===== config.mk =====
export PLATFORM = sky130hd
export DESIGN_NAME = seek_irq_arbiter
export DESIGN_NICKNAME = d
export VERILOG_FILES = /design/src/rtl/seek_irq_arbiter.sv
export SDC_FILE = /design/constraint.sdc
export NUM_CORES = 1
export LEC_CHECK = 0
export BUFFER_PORTS_ARGS = -buffer_cell sky130_fd_sc_hd__buf_2
export CAP_MARGIN = 20
export CORE_UTILIZATION = 50
export DETAILED_ROUTE_END_ITERATION = 10
export PLACE_DENSITY = 0.7
export SYNTH_ARGS = -nofsm -noshare
export SYNTH_HDL_FRONTEND = slang
export SYNTH_SLANG_ARGS = --single-unit

===== constraint.sdc =====
create_clock -name clk -period 2.6 [get_ports clk]
set_input_delay 0.13 -clock clk [delete_from_list [all_inputs] [get_ports clk]]
set_output_delay 0.13 -clock clk [all_outputs]
set_load 0.05 [all_outputs]

===== src/rtl/seek_irq_arbiter.sv =====
module seek_irq_arbiter #(
  parameter int UNITS     = 4,
  parameter int CYL_W     = 8,
  parameter int IRQ_DELAY = 512
) (
  input  logic                     clk,
  input  logic                     rst_n,
  input  logic                     ev_valid,
  input  logic                     ev_recal,
  input  logic [$clog2(UNITS)-1:0] ev_unit,
  input  logic                     ev_head,
  input  logic [CYL_W-1:0]         ev_cyl,
  input  logic [UNITS-1:0]         equipped,
  input  logic [UNITS-1:0]         media,
  input  logic                     sense_req,
  input  logic [$clog2(UNITS)-1:0] sel_unit,
  output logic                     irq,
  output logic                     res_valid,
  output logic [1:0]               res_count,
  output logic [7:0]               res_status,
  output logic [CYL_W-1:0]         res_cyl
);
  localparam int UW = $clog2(UNITS);
  localparam int TW = $clog2(IRQ_DELAY + 1);
  localparam logic [7:0] SEEK_END  = 8'h20;
  localparam logic [7:0] NOT_READY = 8'h08;
  localparam logic [7:0] ABNORMAL  = 8'h40;
  localparam logic [7:0] BAD_CMD   = 8'h80;

  logic [7:0]       slot [UNITS];
  logic [CYL_W-1:0] pcn  [UNITS];
  logic [TW-1:0]    timer;
  logic [UNITS-1:0] pend, remaining;
  logic [UW-1:0]    pick;
  logic             found;

  wire no_drive = !equipped[ev_unit];
  wire no_media = !media[ev_unit];
  wire ready    = !no_drive && !no_media;
  wire [7:0] flags = no_drive ? (NOT_READY | ABNORMAL) :
                     no_media ? (ev_recal ? NOT_READY : (NOT_READY | ABNORMAL)) : 8'h00;
  wire [7:0] new_stat = SEEK_END | flags | 8'({ev_head, ev_unit});
  wire [CYL_W-1:0] new_cyl = ev_recal ? '0 : ev_cyl;
  wire report = sense_req && irq && found;

  always_comb begin
    for (int i = 0; i < UNITS; i++) pend[i] = |slot[i];
    pick  = sel_unit;
    found = pend[sel_unit];
    if (!found) begin
      for (int i = UNITS - 1; i >= 0; i--) begin
        if (pend[i]) begin
          pick  = UW'(i);
          found = 1'b1;
        end
      end
    end
    remaining = pend;
    if (found) remaining[pick] = 1'b0;
  end

  always_ff @(posedge clk) begin
    if (!rst_n) begin
      for (int i = 0; i < UNITS; i++) begin
        slot[i] <= '0;
        pcn[i]  <= '0;
      end
      timer      <= '0;
      irq        <= 1'b0;
      res_valid  <= 1'b0;
      res_count  <= 2'd0;
      res_status <= 8'h00;
      res_cyl    <= '0;
    end else begin
      res_valid <= sense_req;
      if (sense_req) begin
        if (report) begin
          res_count  <= 2'd2;
          res_status <= slot[pick];
          res_cyl    <= pcn[pick];
          slot[pick] <= '0;
          if (remaining == '0) irq <= 1'b0;
        end else begin
          res_count  <= 2'd1;
          res_status <= BAD_CMD;
          res_cyl    <= '0;
          irq        <= 1'b0;
        end
      end
      if (ev_valid) begin
        timer <= TW'(IRQ_DELAY);
      end else if (timer != '0) begin
        timer <= timer - 1'b1;
        if (timer == TW'(1)) irq <= 1'b1;
      end
      if (ev_valid) begin
        slot[ev_unit] <= new_stat;
        if (ready) pcn[ev_unit] <= new_cyl;
      end
    end
  end
endmodule



Word level (Yosys, flattened, before mapping):

Memories as Yosys holds them, arrays and structs flattened.
Cells that the tools add are included.

* order comparisons: 4
* reductions and logical operators: 15
* bitwise gates (word level): 4
* equality and inequality tests: 1
* multiplexer cells: 55
* $add $sub $neg: 1

Operators with widths (count)
* 8-bit OR reduction: 5
* 7-bit two-way mux: 5
* 8-bit two-way mux: 4
* 1-bit two-way mux: 30
* 10-bit two-way mux: 2
* 2-bit two-way mux: 9
* 7-bit OR reduction: 2
* 10-bit by 1-bit equality test with 1-bit output (second input constant): 1
* 10-bit nonzero test: 1
* 10-bit by 1-bit subtractor with 10-bit output (second input constant): 1
* 2-bit by 3-bit < comparator with 1-bit output (second input constant): 3
* 7-bit by 3-bit OR with 7-bit output: 1
* 1-bit binary-select mux with 2-bit select: 3
* 4-bit AND: 1
* 1-bit logical AND: 4
* 4-bit zero test: 1
* 4-bit two-way mux: 1
* 4-bit NOT: 1
* 1-bit demux with 2-bit select: 1
* 2-bit by 1-bit >= comparator with 1-bit output (second input constant): 1
* 2-bit nonzero test: 1
* 2-bit OR reduction: 1
* 1-bit NOT: 1

* bits in writable memories: 60
* word-level logic and storage cells: 89
* output and inout bits: 20
* memories kept: 2
* flip-flop bits (word level): 30
* bits of input ports: 26

Memories
* pcn: words 4, bits a word 8, rd ports 1, clocked after Yosys merged registers in 0, write ports 4, line 31 `logic [CYL_W-1:0] pcn [UNITS];`
* slot: words 4, bits a word 7, rd ports 5, clocked after Yosys merged registers in 0, write ports 4, line 30 `logic [7:0] slot [UNITS];`

Logic depth before layout (Yosys ltp):

Gate-level depths: netlist of run 1.
An unclocked memory read counts as a cell.

* word-level depth: 21
* depth in mapped cells: 8
* depth with buffers taken out: 7

Worst setup path before layout of run 1:

Ideal clock, no wire load.

* path kind: flip-flop to flip-flop
* from: mem slot[1][0] (netlist name)
* to: mem slot[1][0] (netlist name), enable pin
* clock period less this slack: 2.139 ns
* cell stages (with the launch flop): 6
* buffers on the path: 0
* arrival: 1.861 ns
* library setup time: 0.278 ns
* required time: 2.322 ns
* slack: 0.461 ns
* cells stage by stage: edfxtp_1 -> nor4_2 -> nand2_1 -> a211oi_1 -> nor4b_1 -> or3_1

RTL lines (line)
* start, declared: 30

==> results_dict.tcl, run 1 <==
set metrics [dict create \
    crit_slowest_cell "or4_4" \
    worstHoldStart "sense_req" \
    async_flop_share_pct 0 \
    timing.setup.tns_ns 0 \
    p_leak_nw 1.764 \
    start_util_pct 52.68 \
    finalCritPeriodShare_pct 92.65 \
    chipHeight_um 90.35 \
    crit_path_max_incr_delay_ns 0.55 \
    routed_wl_um 8663 \
    dp.cells 482 \
    syn2layout_area_growth_pct 16.74 \
    finalCriticalPeriod_ns 2.409 \
    dieArea_um2 8162 \
    antenna_left 0 \
    grt_start_max_net_pins 17 \
    synth_edf_count 52 \
    clk_path_buf_depth 2 \
    hp-class "in2reg" \
    powerDensity_nw_per_um2 736.6 \
    ir_drop_uv 321.9 \
    synthDistinctLibCells 57 \
    setup_viol 0 \
    worstMarginPinSlew_ns 0.6005 \
    final_hold_viol_count 0 \
    path_depth 7 \
    syn_area_per_cell_um2 11.61 \
    path_class "reg2reg" \
    cp_max_fo 11 \
    cp.required_ns 2.88 \
    antenna_cells 0 \
    clock_latency_ns 0.36 \
    path_clk_slew_ns 0.07 \
    synth.most_common_cell "edfxtp_1" \
    crit_top_cell "buf_4" \
    gp_congestion 0.8596 \
    vias 2864 \
    h-tree-depth 3 \
    rsz0062_at_grt "no" \
    nets 422 \
    dr.first_iter.drc_count 211 \
    grt_pass1_vias 2791 \
    whs_ns 0.06959 \
    cts-root-buf "clkbuf_8" \
    clock.fmax_mhz 415.1 \
    yosys_warnings 0 \
    boundaryPins 46 \
    fill_cells 601 \
    stdcell_count 498 \
    path_cells "or4_4 -> o2111ai_2 -> o221ai_2 -> buf_4 -> or3_1 -> buf_4 -> o211ai_2" \
    ys_seq_area_share_pct 56.43 \
    outcome "finished, final reports clean" \
    routedWlPerCell_um 17.40 \
    io_buffer_count 44 \
    drv_slew 0 \
    fp.dieW_um 90.35 \
    yosysTopAreaCellShare_pct 40.01 \
    drt_pass1_iterations 6 \
    numClockSinks 84 \
    slew_headroom_pct 59.97 \
    grt_remaining_overflow 0 \
    place_hpwl_um 6353 \
    grt_antenna_before_repair 0 \
    r2r_cells 7 \
    drv_cap 0 \
    synth_largest_area_cell "edfxtp_1" \
    fin_skew_ns 0.01120 \
    grt_usage_pct 22.85 \
    r2r_end "res_status[6]" \
    worst_ep_arrival_time_ns 2.69 \
    grt_pass1_wl_um 14250 \
    startpoint_type "register" \
    synthCells 336 \
    yosys-top-cells-area "edfxtp_1 (40%), dfxtp_1 (16%), and2_1 (6.4%)" \
    cp.buffers_inverters 2 \
    drive_above_1_share_pct 26.82 \
    route.detailed.drc 0 \
    endpoint_kind "register" \
    holdPathEnd "res_valid" \
    ys_top_cells_by_count "edfxtp_1 (52), and2_1 (40), dfxtp_1 (32)" \
    timing.rr.start "slot[0][0]" \
    cts_setup_buffers 0 \
    whs_path_depth 2 \
    ys_ff_latch 84 \
    crit_family "simple AND/OR/NAND/NOR gates" \
    cts_made_buffers 9 \
    ys.flop_type "edfxtp_1" \
    synth_area_um2 3902 \
    core_um2 7408 \
    cts_tree "done" \
    rrSetupSlack_ns 0.19 \
    num_rows 31 \
    vias_per_cell 5.751 \
]
registers in the layout, indices dropped and copies added (netlist names):
signal      count
res_cyl         8
slot           24
res_count       2
res_status      6
res_valid       1
pcn            32
timer          10
irq             1
metrics by stage:
step	cell area, um^2	util [%]	setup WS (ns)	total power, mW
3_3_place_gp	4323	58.35	0.1776	2.371
6_report	4556	61.49	0.1911	3.356
3_5_place_dp	4323	58.35	0.09396	2.390
2_1_floorplan	3918	-	0.4609	2.244
4_1_cts	4533	61.19	0.04025	3.367
5_1_grt	4556	61.49	0.02463	3.550
placed cells by master, fill, tap and decap left out, types with 3 or more instances in the layout:
cell type	instances
edfxtp_1	52
buf_2	44
and2_1	39
dfxtp_1	32
nor2_1	28
nand2_1	26
buf_4	17
a222oi_1	14
o311ai_1	10
o211ai_2	10
clkbuf_8	9
inv_1	7
nand3_1	7
nor3_1	6
or3_1	6
o21ai_0	6
a21oi_1	6
o211ai_1	5
xor2_1	5
conb_1	5
nor4_2	4
o311ai_0	4
or2_2	3
nand2b_1	3
o31ai_1	3
a21o_1	3
or4_1	3
metal layers:
metal | track usage [%] | part of all wire (%) | wire length (um)
met2 | 34.03 | 45 | 3896
met1 | 32.19 | 45 | 3934
met3 | 4.461 | 7.1 | 611
met5 | 0 | 0 | 0
met4 | 10.62 | 2.6 | 221
timing repair:
| item | 4_1_cts | 5_1_grt |
|---|---|---|
| endpoints found under the setup margin | 0 | 15 |
| hold buffers | 0 | 0 |
| resized for setup | 0 | 5 |
area by class of cell:
type | instances | area, um^2 | share of cell area (%)
Tap cell | 99 | 123.9 | 2.719
Sequential cell | 84 | 2202 | 48.34
Clock inverter | 5 | 78.83 | 1.730
Timing Repair Buffer | 61 | 347.8 | 7.635
Inverter | 7 | 26.28 | 0.5768
Clock buffer | 11 | 131.4 | 2.884
Multi-Input combinational cell | 231 | 1645 | 36.12
how the worst max path moves through the flow:
stage	to	startpoint	slack (ns)
3_5_place_dp	slot[1][2]	slot[3][6]	0.09
6_report	res_status[6]	slot[0][0]	0.19
2_1_floorplan	slot[1][0]	slot[1][0]	0.46
5_1_grt	res_status[6]	slot[1][0]	0.02
3_3_place_gp	slot[2][0]	slot[0][0]	0.18
4_1_cts	slot[1][0]	slot[3][6]	0.04
kinds of logic (layout without fill, tap and decap cells):
| group | Yosys count | after routing | synth area share [%] |
|---|---|---|---|
| AO/OA/AOI/OAI | 77 | 77 | 17.70 |
| XOR/XNOR | 7 | 7 | 1.571 |
| adder cells (fa/ha/maj) | 2 | 2 | 0.6411 |
| buffers and inverters | 25 | 84 | 2.950 |
| flip-flops | 84 | 84 | 56.43 |
| multiplexers | 4 | 4 | 1.667 |
| other | 1 | 5 | 0.09609 |
| AND/OR/NAND/NOR | 136 | 136 | 18.95 |
where the power goes:
group / internal, mW / switching (mW) / leakage, nW
combinational: 0.312 / 0.424 / 0.896
sequential: 1.54 / 0.0901 / 0.761
clock: 0.540 / 0.450 / 0.107
(Power assumes the default switching activity.)
==> inputs of run 2 (changes only) <==
SETUP_SLACK_MARGIN = 0.5   (was default)
clock period = 3 ns   (was 2.6 ns; I/O delays follow)
==> run 2 against run 1 <==
Against the previous run:
- global-route usage up 0.42 points
- cell area up 0.60%
- sequential cell count unchanged
- clock skew down 0.0036 ns
- cell count up 0.40%
- utilization up 0.37 points
- die area unchanged
- largest power group unchanged
==> results_dict.tcl, run 2 (synthesis results as in run 1) <==
set metrics [dict create \
    p_leak_nw 1.767 \
    dr.first_iter.drc_count 228 \
    drv_slew 0 \
    cts_made_buffers 9 \
    final_common_cell "edfxtp_1" \
    drv_cap 0 \
    fp.dieW_um 90.35 \
    numClockSinks 84 \
    final_hold_viol_count 0 \
    route.detailed.drc 0 \
    largest_reg_flops 32 \
    core_um2 7408 \
    postCtsHoldBufs 0 \
    routed_wl_um 8997 \
    cts_tree "done" \
    chipHeight_um 90.35 \
    startpoint_type "register" \
    grt_pass1_vias 2786 \
    grt_antenna_before_repair 0 \
    finalCriticalPeriod_ns 2.435 \
    drive_above_1_share_pct 27.43 \
    reg_top3 "pcn x32, slot x24, timer x10" \
    worstMarginPinSlew_ns 0.6076 \
    grt_usage_pct 23.27 \
    ir_drop_uv 302.9 \
    clock.fmax_mhz 410.6 \
    crit_family "simple AND/OR/NAND/NOR gates" \
    fin_skew_ns 0.007632 \
    rsz0062_at_grt "yes" \
    io_buffer_count 44 \
    dieArea_um2 8162 \
    outcome "finished, final reports clean" \
    grt_pass1_wl_um 14270 \
    crit_path_max_incr_delay_ns 0.56 \
    slew_headroom_pct 59.35 \
    path_cells "or4_4 -> o2111ai_2 -> o221ai_2 -> or3_1 -> buf_4 -> o211ai_2" \
    place_hpwl_um 6435 \
    worst_ep_arrival_time_ns 2.73 \
    drt_pass1_iterations 5 \
    crit_slowest_cell "or4_4" \
    routedWlPerCell_um 17.99 \
    powerDensity_nw_per_um2 612.2 \
    setup_viol 0 \
    cts-root-buf "clkbuf_8" \
    finalCritPeriodShare_pct 81.17 \
    grt_remaining_overflow 0 \
    finalPower_mw 2.806 \
    top_register "pcn" \
    fin_util_pct 61.86 \
    cp.buffers_inverters 1 \
    timing.setup.tns_ns 0 \
    antenna_left 0 \
    h-tree-depth 3 \
    num_rows 31 \
    boundaryPins 46 \
    most-common-layout-cells "edfxtp_1 (52), buf_2 (44), and2_1 (39), dfxtp_1 (32), nor2_1 (28)" \
    syn2layout_area_growth_pct 17.44 \
    cp.required_ns 3.29 \
    endpoint_kind "register" \
    grt_start_max_net_pins 18 \
    path_clk_slew_ns 0.09 \
    hp-class "in2reg" \
    nets 424 \
    clock_latency_ns 0.36 \
    worst_slack_ns 0.5648 \
    place_area_um2 4293 \
    fin_area_um2 4583 \
    path_class "reg2reg" \
    fill_cells 630 \
    cp_max_fo 10 \
    start_util_pct 52.68 \
    vias 2934 \
    vias_per_cell 5.868 \
    post-place-ws_ns 0.3769 \
    clk_path_buf_depth 2 \
    gp_congestion 0.8541 \
    antenna_cells 0 \
]
## run 2: changes by cell type in the layout (fill, tap and decap cells not counted), moves of 2 or more
cell	delta
bufinv_16	-2
clkbuf_1	-2
clkinv_2	-2
clkinv_4	+2
inv_6	+2
## run 2: worst register-to-register path, cell delays in order, from the launching register on
cell       delay [ns]
edfxtp_1         0.45
or4_4            0.56
o2111ai_2        0.20
o221ai_2         0.24
or3_1            0.49
buf_4            0.25
o211ai_2         0.17
## run 2: report_power, final
part	internal, mW	total (mW)	switching (mW)
combinational	0.270	0.647	0.377
clock	0.313	0.743	0.430
sequential	1.33	1.42	0.0816
total	1.92	2.81	0.889
## run 2: final timing paths
kind,from,slack (ns),to,cells after the start
worst min-delay path,sense_req,0.07,res_valid,2
worst min register to register,res_count[1],0.46,res_count[1],2
worst max register to register,slot[0][0],0.56,res_status[1],6
worst max-delay path,slot[0][0],0.56,res_status[1],6
## run 2: layout make-up
class	count	area, um^2	share of cell area [%]
clock buffers	9	123.9	2.703
inverters	7	26.28	0.5733
flip-flops and latches	84	2202	48.05
clock inverters	7	58.81	1.283
well taps	99	123.9	2.703
multi-input cells	231	1673	36.50
repair buffers	63	375.4	8.190
## run 2: timing repair
action                                  4_1_cts  5_1_grt
endpoints found under the setup margin       24       34
gates resized for setup                       3        4
buffers inserted                              1        5
pin swaps                                     1        4
## run 2: metrics by stage
stage | cells | hold WS [ns]
2_1_floorplan | 340 | 0.2717
3_3_place_gp | 478 | 0.4411
3_5_place_dp | 478 | 0.4422
4_1_cts | 495 | 0.06848
5_1_grt | 500 | 0.08791
6_report | 500 | 0.07394
## run 2: per-layer routing
metal	up-vias	share of wire, %	track usage, %
li1	1404	-	-
met1	1411	44	30.04
met2	103	49	37.66
met3	16	5.4	5.219
met4	0	2.1	10.08
met5	-	0	0
